<file path="src/rtl/cbtx_pkg.sv">
// Package: shared state encoding and command-block layout for the
// transmit word DMA. Offsets are word offsets from the command-block base.
package cbtx_pkg;

    typedef enum logic [3:0] {
        ST_IDLE,
        ST_LD_PTR,
        ST_LD_END,
        ST_LD_CHK,
        ST_FETCH,
        ST_SEND,
        ST_PST_WR,
        ST_PST_RD,
        ST_PST_OR
    } seq_state_e;

    localparam int unsigned OFS_OUT_PTR  = 4;
    localparam int unsigned OFS_OUT_END  = 5;
    localparam int unsigned OFS_CTL_POST = 6;
    localparam int unsigned OFS_OUT_POST = 10;

    localparam logic [8:0] DONE_CODE = 9'h1FF;

endpackage

</file>
<file path="src/rtl/cbtx_ptrs.sv">
// Module: cbtx_ptrs
// Holds the output pointer and the end pointer. It supplies the comparisons
// the sequencer branches on.
// Assumes: load, advance and clear strobes are mutually exclusive and come
// from the sequencer. mem_rdata is valid in the cycle a load strobe is high.
module cbtx_ptrs #(
    parameter int W = 16
) (
    input  logic         clk,
    input  logic         rst_n,
    input  logic [W-1:0] mem_rdata,
    input  logic         ld_start,
    input  logic         ld_end,
    input  logic         advance,
    input  logic         clr,
    output logic [W-1:0] optr,
    output logic         ptr_zero,
    output logic         at_end,
    output logic         next_last,
    output logic         buf_empty
);

    logic [W-1:0] eptr;

    // Output pointer: load, step, or return to zero.
    always_ff @(posedge clk) begin
        if (!rst_n)        optr <= '0;
        else if (clr)      optr <= '0;
        else if (ld_start) optr <= mem_rdata;
        else if (advance)  optr <= optr + W'(1);
    end

    // End pointer: captured once per transfer start.
    always_ff @(posedge clk) begin
        if (!rst_n)      eptr <= '0;
        else if (ld_end) eptr <= mem_rdata;
    end

    // Comparisons used by the sequencer.
    always_comb begin
        ptr_zero  = (optr == '0);
        at_end    = (optr == eptr);
        next_last = ((optr + W'(1)) == eptr);
        buf_empty = (mem_rdata == optr);
    end

    // A word is only sent while the pointer is inside the buffer.
    assert_send_in_bounds_R4: assert property (@(posedge clk) disable iff (!rst_n)
        advance |-> (!ptr_zero && !at_end));

    // The pointer steps by exactly one per sent word.
    assert_ptr_step_R3: assert property (@(posedge clk) disable iff (!rst_n)
        advance |=> (optr == $past(optr) + W'(1)));

endmodule

</file>
<file path="src/rtl/cbtx_irq.sv">
// Module: cbtx_irq
// Sticky interrupt-pending register. It accumulates the mask words read
// after each post.
// Assumes: or_en is high for one cycle, with the mask on mask_in.
module cbtx_irq #(
    parameter int W = 16
) (
    input  logic         clk,
    input  logic         rst_n,
    input  logic         or_en,
    input  logic [W-1:0] mask_in,
    output logic [W-1:0] irq_pending
);

    // Accumulate mask bits; only reset clears them.
    always_ff @(posedge clk) begin
        if (!rst_n)     irq_pending <= '0;
        else if (or_en) irq_pending <= irq_pending | mask_in;
    end

    // Once set, a pending bit never falls outside reset.
    assert_irq_sticky_R6: assert property (@(posedge clk) disable iff (!rst_n)
        ((irq_pending & $past(irq_pending)) == $past(irq_pending)));

endmodule

</file>
<file path="src/rtl/cbtx_seq.sv">
// Module: cbtx_seq
// Control sequencer. In idle it picks between a held master reset and a
// transmitter wakeup. It then walks through initialisation, word send or
// completion post.
// Assumes: tx_wake stays high until tx_ack. Memory reads return data one
// cycle after mem_rd.
module cbtx_seq
    import cbtx_pkg::*;
(
    input  logic       clk,
    input  logic       rst_n,
    input  logic       tx_wake,
    input  logic       mreset,
    input  logic       ptr_zero,
    input  logic       at_end,
    input  logic       buf_empty,
    output seq_state_e state,
    output logic       post_is_ctl,
    output logic       ld_start,
    output logic       ld_end,
    output logic       advance,
    output logic       clr_ptr,
    output logic       or_en,
    output logic       tx_valid,
    output logic       tx_ack,
    output logic       mem_rd,
    output logic       mem_wr
);

    seq_state_e nxt;
    logic       pend_q, pend_n;
    logic       ctl_n;
    logic       rst_req;

    // A master reset is waiting if held from earlier or arriving now.
    assign rst_req = pend_q | mreset;

    // Next-state and post-kind selection.
    always_comb begin
        nxt   = state;
        ctl_n = post_is_ctl;
        unique case (state)
            ST_IDLE: begin
                if (rst_req) begin
                    nxt   = ST_PST_WR;
                    ctl_n = 1'b1;
                end else if (tx_wake) begin
                    if (ptr_zero) begin
                        nxt = ST_LD_PTR;
                    end else if (at_end) begin
                        nxt   = ST_PST_WR;
                        ctl_n = 1'b0;
                    end else begin
                        nxt = ST_FETCH;
                    end
                end
            end
            ST_LD_PTR: nxt = ST_LD_END;
            ST_LD_END: nxt = ST_LD_CHK;
            ST_LD_CHK: begin
                if (buf_empty) begin
                    nxt   = ST_PST_WR;
                    ctl_n = 1'b0;
                end else begin
                    nxt = ST_FETCH;
                end
            end
            ST_FETCH:  nxt = ST_SEND;
            ST_SEND:   nxt = ST_IDLE;
            ST_PST_WR: nxt = ST_PST_RD;
            ST_PST_RD: nxt = ST_PST_OR;
            ST_PST_OR: nxt = ST_IDLE;
            default:   nxt = ST_IDLE;
        endcase
    end

    // Pending master reset: held until served from idle.
    always_comb begin
        pend_n = rst_req;
        if (state == ST_IDLE) pend_n = 1'b0;
    end

    // State, post kind and held-reset registers.
    always_ff @(posedge clk) begin
        if (!rst_n) begin
            state       <= ST_IDLE;
            post_is_ctl <= 1'b0;
            pend_q      <= 1'b0;
        end else begin
            state       <= nxt;
            post_is_ctl <= ctl_n;
            pend_q      <= pend_n;
        end
    end

    // Strobes decoded from the current state.
    always_comb begin
        ld_start = (state == ST_LD_END);
        ld_end   = (state == ST_LD_CHK);
        advance  = (state == ST_SEND);
        clr_ptr  = (state == ST_PST_OR);
        or_en    = (state == ST_PST_OR);
        tx_valid = (state == ST_SEND);
        tx_ack   = (state == ST_SEND) || ((state == ST_PST_OR) && !post_is_ctl);
        mem_rd   = (state == ST_LD_PTR) || (state == ST_LD_END) ||
                   (state == ST_FETCH)  || (state == ST_PST_RD);
        mem_wr   = (state == ST_PST_WR);
    end

    // A reset waiting in idle beats a simultaneous wakeup.
    assert_reset_first_R9: assert property (@(posedge clk) disable iff (!rst_n)
        (state == ST_IDLE && rst_req && tx_wake) |=> (state == ST_PST_WR && post_is_ctl));

    // A reset pulse during busy work is not lost.
    assert_reset_held_R10: assert property (@(posedge clk) disable iff (!rst_n)
        (mreset && state != ST_IDLE) |=> pend_q);

    // Each acknowledge is a single-cycle pulse.
    assert_ack_pulse_R3: assert property (@(posedge clk) disable iff (!rst_n)
        tx_ack |=> !tx_ack);

endmodule

</file>
<file path="src/rtl/cbtx_dma.sv">
// Module: cbtx_dma (top)
// Transmit word DMA driven by a command block in memory. It wires the
// sequencer, the pointer registers and the interrupt accumulator together,
// and it forms the memory address and post word.
// Assumes: W >= 9 so the completion code fits. Memory read latency is one cycle.
module cbtx_dma
    import cbtx_pkg::*;
#(
    parameter int W = 16
) (
    input  logic         clk,
    input  logic         rst_n,
    input  logic [W-1:0] cb_base,
    input  logic [W-1:0] hw_status,
    input  logic         mreset,
    input  logic         tx_wake,
    output logic         tx_ack,
    output logic         tx_valid,
    output logic [W-1:0] tx_data,
    output logic         tx_last,
    output logic         mem_rd,
    output logic         mem_wr,
    output logic [W-1:0] mem_addr,
    output logic [W-1:0] mem_wdata,
    input  logic [W-1:0] mem_rdata,
    output logic [W-1:0] irq_pending
);

    localparam logic [W-1:0] DONE_W = W'(DONE_CODE);

    seq_state_e   state;
    logic         post_is_ctl;
    logic         ld_start, ld_end, advance, clr_ptr, or_en;
    logic         ptr_zero, at_end, next_last, buf_empty;
    logic [W-1:0] optr;
    logic [W-1:0] post_ofs;

    cbtx_seq u_seq (
        .clk         (clk),
        .rst_n       (rst_n),
        .tx_wake     (tx_wake),
        .mreset      (mreset),
        .ptr_zero    (ptr_zero),
        .at_end      (at_end),
        .buf_empty   (buf_empty),
        .state       (state),
        .post_is_ctl (post_is_ctl),
        .ld_start    (ld_start),
        .ld_end      (ld_end),
        .advance     (advance),
        .clr_ptr     (clr_ptr),
        .or_en       (or_en),
        .tx_valid    (tx_valid),
        .tx_ack      (tx_ack),
        .mem_rd      (mem_rd),
        .mem_wr      (mem_wr)
    );

    cbtx_ptrs #(.W(W)) u_ptrs (
        .clk       (clk),
        .rst_n     (rst_n),
        .mem_rdata (mem_rdata),
        .ld_start  (ld_start),
        .ld_end    (ld_end),
        .advance   (advance),
        .clr       (clr_ptr),
        .optr      (optr),
        .ptr_zero  (ptr_zero),
        .at_end    (at_end),
        .next_last (next_last),
        .buf_empty (buf_empty)
    );

    cbtx_irq #(.W(W)) u_irq (
        .clk         (clk),
        .rst_n       (rst_n),
        .or_en       (or_en),
        .mask_in     (mem_rdata),
        .irq_pending (irq_pending)
    );

    // Post location offset for the post under way.
    assign post_ofs = post_is_ctl ? W'(OFS_CTL_POST) : W'(OFS_OUT_POST);

    // Memory address for each state that touches memory.
    always_comb begin
        unique case (state)
            ST_LD_PTR: mem_addr = cb_base + W'(OFS_OUT_PTR);
            ST_LD_END: mem_addr = cb_base + W'(OFS_OUT_END);
            ST_FETCH:  mem_addr = optr;
            ST_PST_WR: mem_addr = cb_base + post_ofs;
            ST_PST_RD: mem_addr = cb_base + post_ofs + W'(1);
            default:   mem_addr = '0;
        endcase
    end

    // Posted word and transmitter outputs.
    always_comb begin
        mem_wdata = mem_wr ? (DONE_W & hw_status) : '0;
        tx_data   = tx_valid ? mem_rdata : '0;
        tx_last   = tx_valid && next_last;
    end

    // The last-word flag never appears without a word.
    assert_last_with_word_R4: assert property (@(posedge clk) disable iff (!rst_n)
        tx_last |-> tx_valid);

    // Reads and writes are never issued together.
    assert_one_access_R1: assert property (@(posedge clk) disable iff (!rst_n)
        !(mem_rd && mem_wr));

    // A completion post never coincides with a word on the transmitter.
    assert_post_no_data_R5: assert property (@(posedge clk) disable iff (!rst_n)
        mem_wr |-> !tx_valid);

endmodule

</file>
<file path="config.mk">
export PLATFORM = sky130hd
export DESIGN_NAME = cbtx_dma
export DESIGN_NICKNAME = d
export VERILOG_FILES = /design/src/rtl/cbtx_pkg.sv /design/src/rtl/cbtx_ptrs.sv /design/src/rtl/cbtx_irq.sv /design/src/rtl/cbtx_seq.sv /design/src/rtl/cbtx_dma.sv
export SDC_FILE = /design/constraint.sdc
export NUM_CORES = 1
export LEC_CHECK = 0
export BUFFER_PORTS_ARGS = -buffer_cell sky130_fd_sc_hd__clkbuf_2
export CAP_MARGIN = 25
export CORE_MARGIN = 3
export CORE_UTILIZATION = 40
export DETAILED_ROUTE_END_ITERATION = 8
export MAX_ROUTING_LAYER = met4
export SLEW_MARGIN = 20
export SYNTH_ARGS = -nofsm -noshare
export SYNTH_HDL_FRONTEND = slang
export SYNTH_SLANG_ARGS = --single-unit
</file>
<file path="constraint.sdc">
create_clock -name clk -period 7.65 [get_ports clk]
set_clock_uncertainty 0.05 [all_clocks]
set_input_delay 0.765 -clock clk [delete_from_list [all_inputs] [get_ports clk]]
set_output_delay 0.765 -clock clk [all_outputs]
set_load 0.01 [all_outputs]
</file>
Word level (Yosys, flattened, before mapping)
Cells that the tools add are included.
Widths: inputs -> output; s select.
- bits in registers: 54
- input port bits: 52
- output and inout bits: 69
- word-level logic and storage cells: 61
- add/subtract/negate cells: 5
- eq/ne operators: 15
- mux-type cells: 18
- bitwise operators: 3
- reduce and logical (&&, ||, !) cells: 14
- operators by type and width (cell ; number):
    $pmux 16 s5 ; 1
    $eq 16x16->1 ; 3
    $mux 16 ; 3
    $add 16x1->16 const B ; 2
    $add 16x3->16 const B ; 2
    $pmux 4 s7 ; 1
    $add 16x4->16 ; 1
    $eq 4x3->1 const B ; 4
    $logic_not 16->1 ; 1
    $mux 4 ; 4
    $or 16x16->16 ; 1
    $mux 9 ; 1
    $ne 3x2->1 const B ; 3
    $eq 4x2->1 const B ; 2
    $mux 1 ; 5
    $reduce_and 5->1 ; 1
    $eq 4x1->1 const B ; 1
    $eq 4x4->1 const B ; 1
    $logic_not 4->1 ; 1
    $logic_or 1x1->1 ; 4
    $mux 2 ; 2
    $reduce_bool 2->1 ; 2
    $reduce_or 2->1 ; 2
    $logic_and 1x1->1 ; 2
    5 further kinds ; 5

Logic depth before layout (Yosys ltp)
Gate-level depths: netlist of the first run.
- word-level depth: 6
- mapped depth: 10
- depth with buffers taken out: 9

Cells and area by module
A second synthesis of the first run with hierarchy kept.
- cells, all modules: 653
- area, all modules: 5156.2 µm²
- by module, submodules not included (module ; times used ; cells an instance ; area an instance (µm²) ; seq. area each (µm²)):
    cbtx_ptrs ; 1 ; 277 ; 2323.5 ; 640.6
    cbtx_dma ; 1 ; 276 ; 1828.0 ; 0.0
    cbtx_irq ; 1 ; 51 ; 599.3 ; 320.3
    cbtx_seq ; 1 ; 49 ; 405.4 ; 120.1

Worst setup path before layout of the first run
Ideal clock, no wire load.
- path type: input to output
- start: input port cb_base[1]
- end: output port mem_addr[11]
- arrival time: 2710 ps
- required time: 6835 ps
- slack: 4125 ps
- stages on the path: 8
- path buffers: 0
- cell sequence: fa_1 -> a21oi_1 -> nor2_1 -> xor2_1 -> nor4b_4 -> nand3_1 -> xnor2_1 -> o21ai_0
- word-level cells in the longest chain between the ends: 3
- elaborated cells between the ends (all ways): 5
- those cells by class: add/sub (4); mux (1)
- ends and longest elaborated chain (item ; line ; source):
    from (decl) ; cbtx_dma.sv:13 ; input logic [W-1:0] cb_base,
    $add 16x4->16 ; cbtx_dma.sv:91, cbtx_dma.sv:92 ;
    $add 16x1->16 ; cbtx_dma.sv:92 ; ST_PST_RD: mem_addr = cb_base + post_ofs + W'(1);
    $pmux 16 s5 (*) ; cbtx_dma.sv:87 ; unique case (state)
    to (decl) ; cbtx_dma.sv:23 ; output logic [W-1:0] mem_addr,
Every way passes the cells marked *; elsewhere a longest branch is shown, timed or not.

Worst setup path after layout of the first run
- start: input port cb_base[1]
- end: output port mem_addr[13]
Same word-level chain as after synthesis.

==> impl_metrics.ini, run 1 <==
[power_and_ir_drop]
power_leakage_uw = 0.00231
p_total_uw = 1440
ir_drop_v = 0.000128
cellPowerDensity_nw_per_um2 = 262

[drt]
drc = 0
drt-pass1-iter-count = 5
drt_iter0_drc = 459
route.vias.total = 5105
ant_nets = 0
viasPerCell = 5.90
drt_wl_total_um = 16100
wl_per_cell_um = 18.6

[clock_tree]
cts_resized = 0
clock_sinks = 54
cts_hold_buf = 0
clock_latency_ns = 0.29
clock_path_buffers = 2
cts_made_buffers = 5
post_cts_buffers = 0
ctsHtreeMaxLevel = 2
cts_tree = done
cts_root_buf = clkbuf_16
cts.clk_slew.worst_paths_ns = 0.08

[global_routing]
grt_overflow = 0
grt_antenna_before_repair = 0
grt_pass1_vias = 4747
grt_first_pass_wirelength_um = 25600
grt_start_max_net_pins = 38
track_usage = 0.244

[hold_path]
holdCritPathClass = reg2reg
hold_path.startpoint = u_ptrs.eptr[8]

[setup_path]
cpMostUsedCell = clkbuf_2
r2r-start = u_seq.state[2]
worstSetupStartpointType = input pin
setup.worst_path.start = cb_base[1]
worstReg2RegEnd = u_ptrs.optr[4]
cp.required_ns = 6.84
path_max_fanout = 7
cpMaxStageDelayCell = a21oi_1
cp-end-kind = primary output
worstSetupPathType = in2out
r2r_cells = 8
critPathMaxStageDelay_ns = 0.52
crit_end = mem_addr[13]
rrSetupSlack_ns = 4.91
arrival_ns = 3.54
crit_path_cell_trace = clkbuf_2, fa_1, a21oi_1, nor2_1, xor2_1, nor4b_4, nand4b_1, xnor2_1, o211ai_1, clkbuf_2

[floorplanning]
core_area_um2 = 11600
io_pins = 121
die_width_um = 116
die_area_um2 = 13400
start_util = 0.416
rows = 39
die_h_um = 116

[cells_and_area]
fin_util = 0.474
layout_common_cells = clkbuf_2 (106), nand2_1 (76), dfxtp_1 (54)
layout_commonest_cell = clkbuf_2
area_delta_synth_final_pct = 13.9
drive_above_1_share = 0.197
diodes = 0
final_nets = 783

[yosys]
avgSynthCellArea_um2 = 7.36
synth-edff-count = 0
yosysTopAreaCellShare = 0.224
ys_types = 71
synthTopCellsByArea = dfxtp_1 (22%), xnor2_1 (9.4%), nand2_1 (5.9%)
async_flop_share = 0
yosys.area.top_type = dfxtp_1
synth_ff_type = dfxtp_1
yosys_warnings = 0
ys_seq_area_frac = 0.224
synth_seq_cells = 54
postSynthCellCount = 656
syn_area_um2 = 4830

[place]
place.detailed.hpwl_um = 11900
port_buffers = 106
gp_congestion = 0.957
dpl_worst_slack_ns = 3.37

[timing]
slew_headroom = 0.418
fin_crit_sh = 0.569
hold_viol_final = 0
rsz0062_at_grt = false
max_freq_mhz = 230
finalSetupViolations = 0
worst_pin_slew_ns = 0.872
setup-tns-final_ns = 0
drv_slew = 0
setup_ws_ns = 3.29
period_needed_ns = 4.36

[run_status]
status = finished, final reports clean

[run]
drv_cap = 0
critical path: cells and delay by family:
kind            cells  cell delay, ns
xor+xnor            2            0.50
fa+ha+maj           1            0.48
buf+inv             2            0.31
simple gates        3            0.81
compound gates      2            0.68
state kept, by name, indices dropped and copies added (netlist names):
name and flops:
u_irq.irq_pending 16, u_ptrs.eptr 16, u_ptrs.optr 16, u_seq.state 4, u_seq.pend_q 1, u_seq.post_is_ctl 1
area by class of cell:
cell class	count	area, um^2
clock buffers	6	139
clock inverters	2	38.8
fillers	1180	6110
inverters	16	60.1
multi-input cells	531	3420
flip-flops and latches	54	1080
well taps	143	179
repair buffers	113	581
Yosys cell counts, types with 4 or more instances:
cell type  instances
o21ai_0           28
and2_1             5
a21boi_0          16
nand4_1           15
buf_2             10
a21o_1             4
and3_1            40
dfxtp_1           54
inv_1             15
xnor2_1           52
mux2i_1            5
buf_4              9
a222oi_1           7
nor2_1            46
a221oi_1          13
o211ai_1           5
a22oi_1            5
nand2_1           76
o21ai_1            7
nor4_1             9
nor3_1            17
clkbuf_1          36
nand3_1           22
a21oi_1           40
nor2b_1           19
xor2_1            25
a31oi_1            5
ha_1               9
cell families after synthesis:
family                   share of synthesized area
other                                     0.000776
multiplexers                                0.0104
AND/OR/NAND/NOR                              0.318
flip-flops                                   0.224
AO/OA/AOI/OAI                                0.203
buffers and inverters                       0.0741
XOR/XNOR                                     0.143
adder cells (fa/ha/maj)                     0.0275
metal layers:
layer	GRT usage	routed length, um
met5	-	0
met4	0.0441	213
met3	0.0313	1020
met2	0.372	7170
met1	0.349	7720
metrics by stage:
step                cells  area (um^2)  hold slack (ns)
floorplan             662         4850            0.405
global placement      855         5310            0.419
detailed placement    857         5320            0.423
CTS                   865         5500            0.434
global route          865         5500            0.451
finish                865         5500            0.431
worst min path at each step:
stage	to	slack (ns)	depth (start not counted)
5_1_grt	u_ptrs.eptr[0]	0.45	2
3_3_place_gp	u_ptrs.eptr[8]	0.42	2
2_1_floorplan	u_ptrs.eptr[13]	0.41	2
3_5_place_dp	u_ptrs.eptr[8]	0.42	2
6_report	u_ptrs.eptr[8]	0.43	2
4_1_cts	u_ptrs.eptr[8]	0.43	2
power by group:
group / total (uW) / internal, uW / switching (uW) / leakage (uW)
sequential: 424 / 316 / 108 / 0.000437
combinational: 741 / 296 / 445 / 0.00178
clock: 277 / 165 / 112 / 0.0000875
Note: power is estimated with default switching activity, not from simulation.
==> inputs of run 2 (changes only) <==
ABC_AREA = 1   (was not set)
clock period = 4.1 ns   (was 7.65 ns; I/O delays follow)
==> impl_metrics.ini, run 2 <==
[setup_path]
rrSetupSlack_ns = 2.01
cp.required_ns = 3.64
critPathBufInv = 2
worstSetupStartpointType = register
worstSetupPathType = reg2out
crit_path_cell_trace = inv_1, ha_1, xor2_2, nand3_1, nor2_2, nand2_1, nor2_4, nand2_1, o21ai_1, nand3_1, nand2_1, clkbuf_2
r2r-start = u_seq.state[3]
critPathMaxStageDelay_ns = 0.47
cpMaxStageDelayCell = dfxtp_1
cp-end-kind = primary output
path_max_fanout = 7
r2r_cells = 7
arrival_ns = 2.87
cpMostUsedCell = nand2_1
worstReg2RegEnd = u_ptrs.optr[7]
crit_family = simple AND/OR/NAND/NOR gates

[power_and_ir_drop]
ir_drop_v = 0.000262
cellPowerDensity_nw_per_um2 = 444
power_leakage_uw = 0.00301

[clock_tree]
cts_resized = 0
cts_tree = done
ctsHtreeMaxLevel = 2
cts.clk_slew.worst_paths_ns = 0.07
cts_root_buf = clkbuf_16
clock_latency_ns = 0.30
clock_sinks = 54
cts_hold_buf = 0
post_cts_buffers = 0
cts_made_buffers = 5
clock_path_buffers = 2

[timing]
hold_viol_final = 0
drv_slew = 0
worst_pin_slew_ns = 0.723
rsz0062_at_grt = false
fin_crit_sh = 0.811
max_freq_mhz = 301
finalSetupViolations = 0
setup_ws_ns = 0.775
slew_headroom = 0.518
setup-tns-final_ns = 0
period_needed_ns = 3.33

[floorplanning]
start_util = 0.415
die_h_um = 121
core_area_um2 = 12800
io_pins = 121
die_width_um = 121
rows = 41
die_area_um2 = 14700

[yosys]
synth-edff-count = 0
synth_ff_type = dfxtp_1
synth_seq_cells = 54
postSynthCellCount = 920
synthTopCellsByArea = dfxtp_1 (20%), nand2_1 (16%), nor2_1 (8.7%)
yosys.area.top_type = dfxtp_1
syn_area_um2 = 5320
ys_seq_area_frac = 0.203
async_flop_share = 0
avgSynthCellArea_um2 = 5.79
yosys_warnings = 0
synth_common_cells = nand2_1 (228), nor2_1 (124), inv_1 (122)
yosysMostFrequentCell = nand2_1
ys_types = 44
yosysTopAreaCellShare = 0.203

[hold_path]
holdCritPathClass = in2reg
holdPathStages = 3
holdPathEnd = u_ptrs.optr[14]
hold_path.startpoint = mem_rdata[14]

[global_routing]
track_usage = 0.249
grt_antenna_before_repair = 0
grt_first_pass_wirelength_um = 28700
grt_pass1_vias = 5636
grt_overflow = 0
grt_start_max_net_pins = 36

[drt]
drt-pass1-iter-count = 5
viasPerCell = 5.12
route.vias.total = 6038
drt_wl_total_um = 17800
ant_nets = 0
drc = 0
drt_iter0_drc = 498
wl_per_cell_um = 15.1

[place]
port_buffers = 106
dpl_worst_slack_ns = 1.04
place.detailed.hpwl_um = 14200
gp_congestion = 0.956

[cells_and_area]
area_delta_synth_final_pct = 14.4
drive_above_1_share = 0.172
diodes = 0
layout_common_cells = nand2_1 (228), nor2_1 (124), inv_1 (122)
final_nets = 1068
layout_commonest_cell = nand2_1
reg_top3 = u_irq.irq_pending (16), u_ptrs.eptr (16), u_ptrs.optr (16)

[run_status]
status = finished, final reports clean

[run]
drv_cap = 0
==> run 2: report_power, final <==
group	internal (uW)	leakage [uW]	total [uW]	switching (uW)
sequential	602	0.000438	715	114
combinational	509	0.00250	1500	995
clock	289	0.0000771	484	195
==> run 2: kinds of logic after synthesis <==
logic type,count (synthesis),share of synthesized area
AO/OA/AOI/OAI,150,0.163
buffers and inverters,172,0.135
flip-flops,54,0.203
XOR/XNOR,27,0.0458
AND/OR/NAND/NOR,506,0.427
adder cells (fa/ha/maj),10,0.0249
other,1,0.000704
==> run 2: routing by layer <==
layer | vias to the layer above | track usage | share of wire
li1 | 3126 | - | -
met1 | 2656 | 0.324 | 0.46
met2 | 212 | 0.404 | 0.45
met3 | 44 | 0.0214 | 0.055
met4 | 0 | 0.0945 | 0.034
met5 | - | - | 0
==> run 2: metrics by stage <==
step	hold WS [ns]	util	area, um^2	std cells	total power (uW)
global route	0.360	0.475	6090	1179	2920
floorplan	0.459	-	5350	926	1750
CTS	0.339	0.475	6090	1179	2710
global placement	0.398	0.462	5920	1171	2220
finish	0.339	0.475	6090	1179	2700
detailed placement	0.403	0.462	5920	1171	2220
==> run 2: layout make-up <==
class,instances,area (um^2)
clock inverters,2,37.5
clock buffers,6,129
flip-flops and latches,54,1080
inverters,133,504
repair buffers,112,576
fillers,1425,6730
well taps,172,215
multi-input cells,700,3550
==> run 2: worst min-delay path, delay by kind of cell <==
| family | cells | cell delay (ns) |
|---|---|---|
| simple gates | 1 | 0.06 |
| buf+inv | 1 | 0.10 |
| compound gates | 1 | 0.07 |
==> run 2: worst max-delay path by stage <==
| stage | startpoint | end | slack [ns] | depth (start not counted) |
|---|---|---|---|---|
| floorplan | cb_base[1] | mem_addr[11] | 1.66 | 10 |
| global placement | cb_base[2] | mem_addr[11] | 1.08 | 12 |
| detailed placement | cb_base[2] | mem_addr[11] | 1.04 | 12 |
| CTS | u_seq.post_is_ctl | mem_addr[11] | 0.82 | 12 |
| global route | u_seq.post_is_ctl | mem_addr[11] | 0.58 | 12 |
| finish | u_seq.post_is_ctl | mem_addr[11] | 0.77 | 12 |
==> inputs of run 3 (changes only) <==
ABC_AREA = 0   (was 1)
PLACE_DENSITY = 0.65   (was not set)
clock period = 2.7 ns   (was 4.1 ns; I/O delays follow)
==> impl_metrics.ini, run 3 (synthesized netlist as in run 1, its figures left out) <==
[place]
gp_congestion = 1.00
port_buffers = 106
place_area_um2 = 5740
place.detailed.hpwl_um = 13100
dp.cells = 912
dpl_worst_slack_ns = -0.175

[floorplanning]
die_h_um = 116
core_area_um2 = 11600
io_pins = 121
rows = 39
die_width_um = 116
start_util = 0.416
die_area_um2 = 13400

[timing]
setup_ws_ns = -0.294
slew_headroom = 0.510
worst_pin_slew_ns = 0.732
period_needed_ns = 2.99
fin_hold_ws_ns = 0.236
max_freq_mhz = 334
rsz0062_at_grt = true
fin_crit_sh = 1.11
finalSetupViolations = 11
hold_viol_final = 0
drv_slew = 0

[drt]
route.vias.total = 5467
drc = 0
drt_iter0_drc = 479
wl_per_cell_um = 18.5
drt-pass1-iter-count = 5
drt_wl_total_um = 17300
viasPerCell = 5.85
ant_nets = 0

[setup_path]
worstSetupStartpointType = register
setup.worst_path.start = u_seq.post_is_ctl
r2r-start = u_seq.state[1]
worstSetupPathType = reg2out
cpMaxStageDelayCell = nor4b_4
arrival_ns = 2.67
crit_path_cell_trace = inv_2, ha_4, buf_4, xor2_2, nand3_2, nor4b_4, nand4b_1, xnor2_1, o211ai_1, clkbuf_2
cp.required_ns = 2.38
path_max_fanout = 4
critPathMaxStageDelay_ns = 0.39
cp-end-kind = primary output

[global_routing]
grt_pass1_vias = 5068
track_usage = 0.258
grt_antenna_before_repair = 0
grt_start_max_net_pins = 38
grt_overflow = 0
grt_first_pass_wirelength_um = 26600

[hold_path]
hold_path.startpoint = mem_rdata[2]
holdCritPathClass = in2reg

[clock_tree]
cts_hold_buf = 0
ctsHtreeMaxLevel = 2
clock_latency_ns = 0.30
cts_root_buf = clkbuf_16
clock_path_buffers = 2
cts_tree = done
cts.clk_slew.worst_paths_ns = 0.08
cts_made_buffers = 5
clock_sinks = 54

[power_and_ir_drop]
ir_drop_v = 0.000320
cellPowerDensity_nw_per_um2 = 721
p_total_uw = 4510
power_leakage_uw = 0.00270

[cells_and_area]
seqCellArea_um2 = 1090
layout_commonest_cell = clkbuf_2
final_nets = 853
layout.cells.non_filler = 935
finish.instance_area_um2 = 6250
reg_top3 = u_irq.irq_pending (16), u_ptrs.eptr (16), u_ptrs.optr (16)
diodes = 0
drive_above_1_share = 0.312
area_delta_synth_final_pct = 29.4
nFillCells = 1090
layout_common_cells = clkbuf_2 (97), nand2_1 (75), buf_4 (73)
multi_input_area_um2 = 3640

[run_status]
violations = setup timing
status = finished, violations left

[run]
drv_cap = 0
## run 3: changes by cell type in the layout (fill, tap and decap cells not counted), moves of 16 or more
cell      previous run  this run
nand2_1            228        75
inv_1              122        14
nor2_1             124        41
buf_4                6        73
nand3_1             71        19
and3_1               0        38
xnor2_1             11        49
o21ai_0             47        27
nor2b_1              0        18
o21a_1              17         0
a21boi_0             0        16
## run 3: routing by layer
layer / up-vias / part of all wire / track usage
met5: - / 0 / -
met4: 0 / 0.017 / 0.0619
met3: 23 / 0.076 / 0.0397
met2: 249 / 0.46 / 0.407
met1: 2595 / 0.44 / 0.348
li1: 2600 / - / -
## run 3: final cells by class
cell class,count,area share
Multi-Input combinational cell,531,0.583
Timing Repair Buffer,183,0.180
Sequential cell,54,0.174
Tap cell,143,0.0286
Clock buffer,5,0.0200
Inverter,16,0.00961
Clock inverter,3,0.00461
## run 3: metrics by stage
stage,utilization,setup TNS [ns]
floorplan,-,0
global placement,0.494,-0.202
finish,0.538,-1.83
CTS,0.520,-1.67
detailed placement,0.494,-0.459
global route,0.538,-2.87
## run 3: critical path, delay by kind of cell, from the launching register on
family | cells | cell delay [ns]
flops | 1 | 0.38
xor+xnor | 2 | 0.39
simple gates | 3 | 0.74
fa+ha+maj | 1 | 0.32
buf+inv | 3 | 0.35
compound gates | 1 | 0.19
## run 3: timing repair
item	CTS	global route
resized for setup	20	42
pin swaps	12	19
setup buffers	7	8
setup endpoints to repair	13	14
## run 3: path summary, 6_finish.rpt
| kind | endpoint | slack, ns | depth (start not counted) |
|---|---|---|---|
| setup / recovery | mem_addr[13] | -0.29 | 10 |
| setup reg to reg | u_ptrs.optr[13] | 0.31 | 8 |
| hold / removal | u_ptrs.eptr[2] | 0.24 | 3 |
| hold reg to reg | u_ptrs.eptr[0] | 0.44 | 2 |
## run 3: report_power, final
part	switching, uW	leakage [uW]	total [uW]	internal, uW
Sequential	167	0.000440	1070	905
Clock	337	0.0000759	692	355
Combinational	1580	0.00219	2740	1160
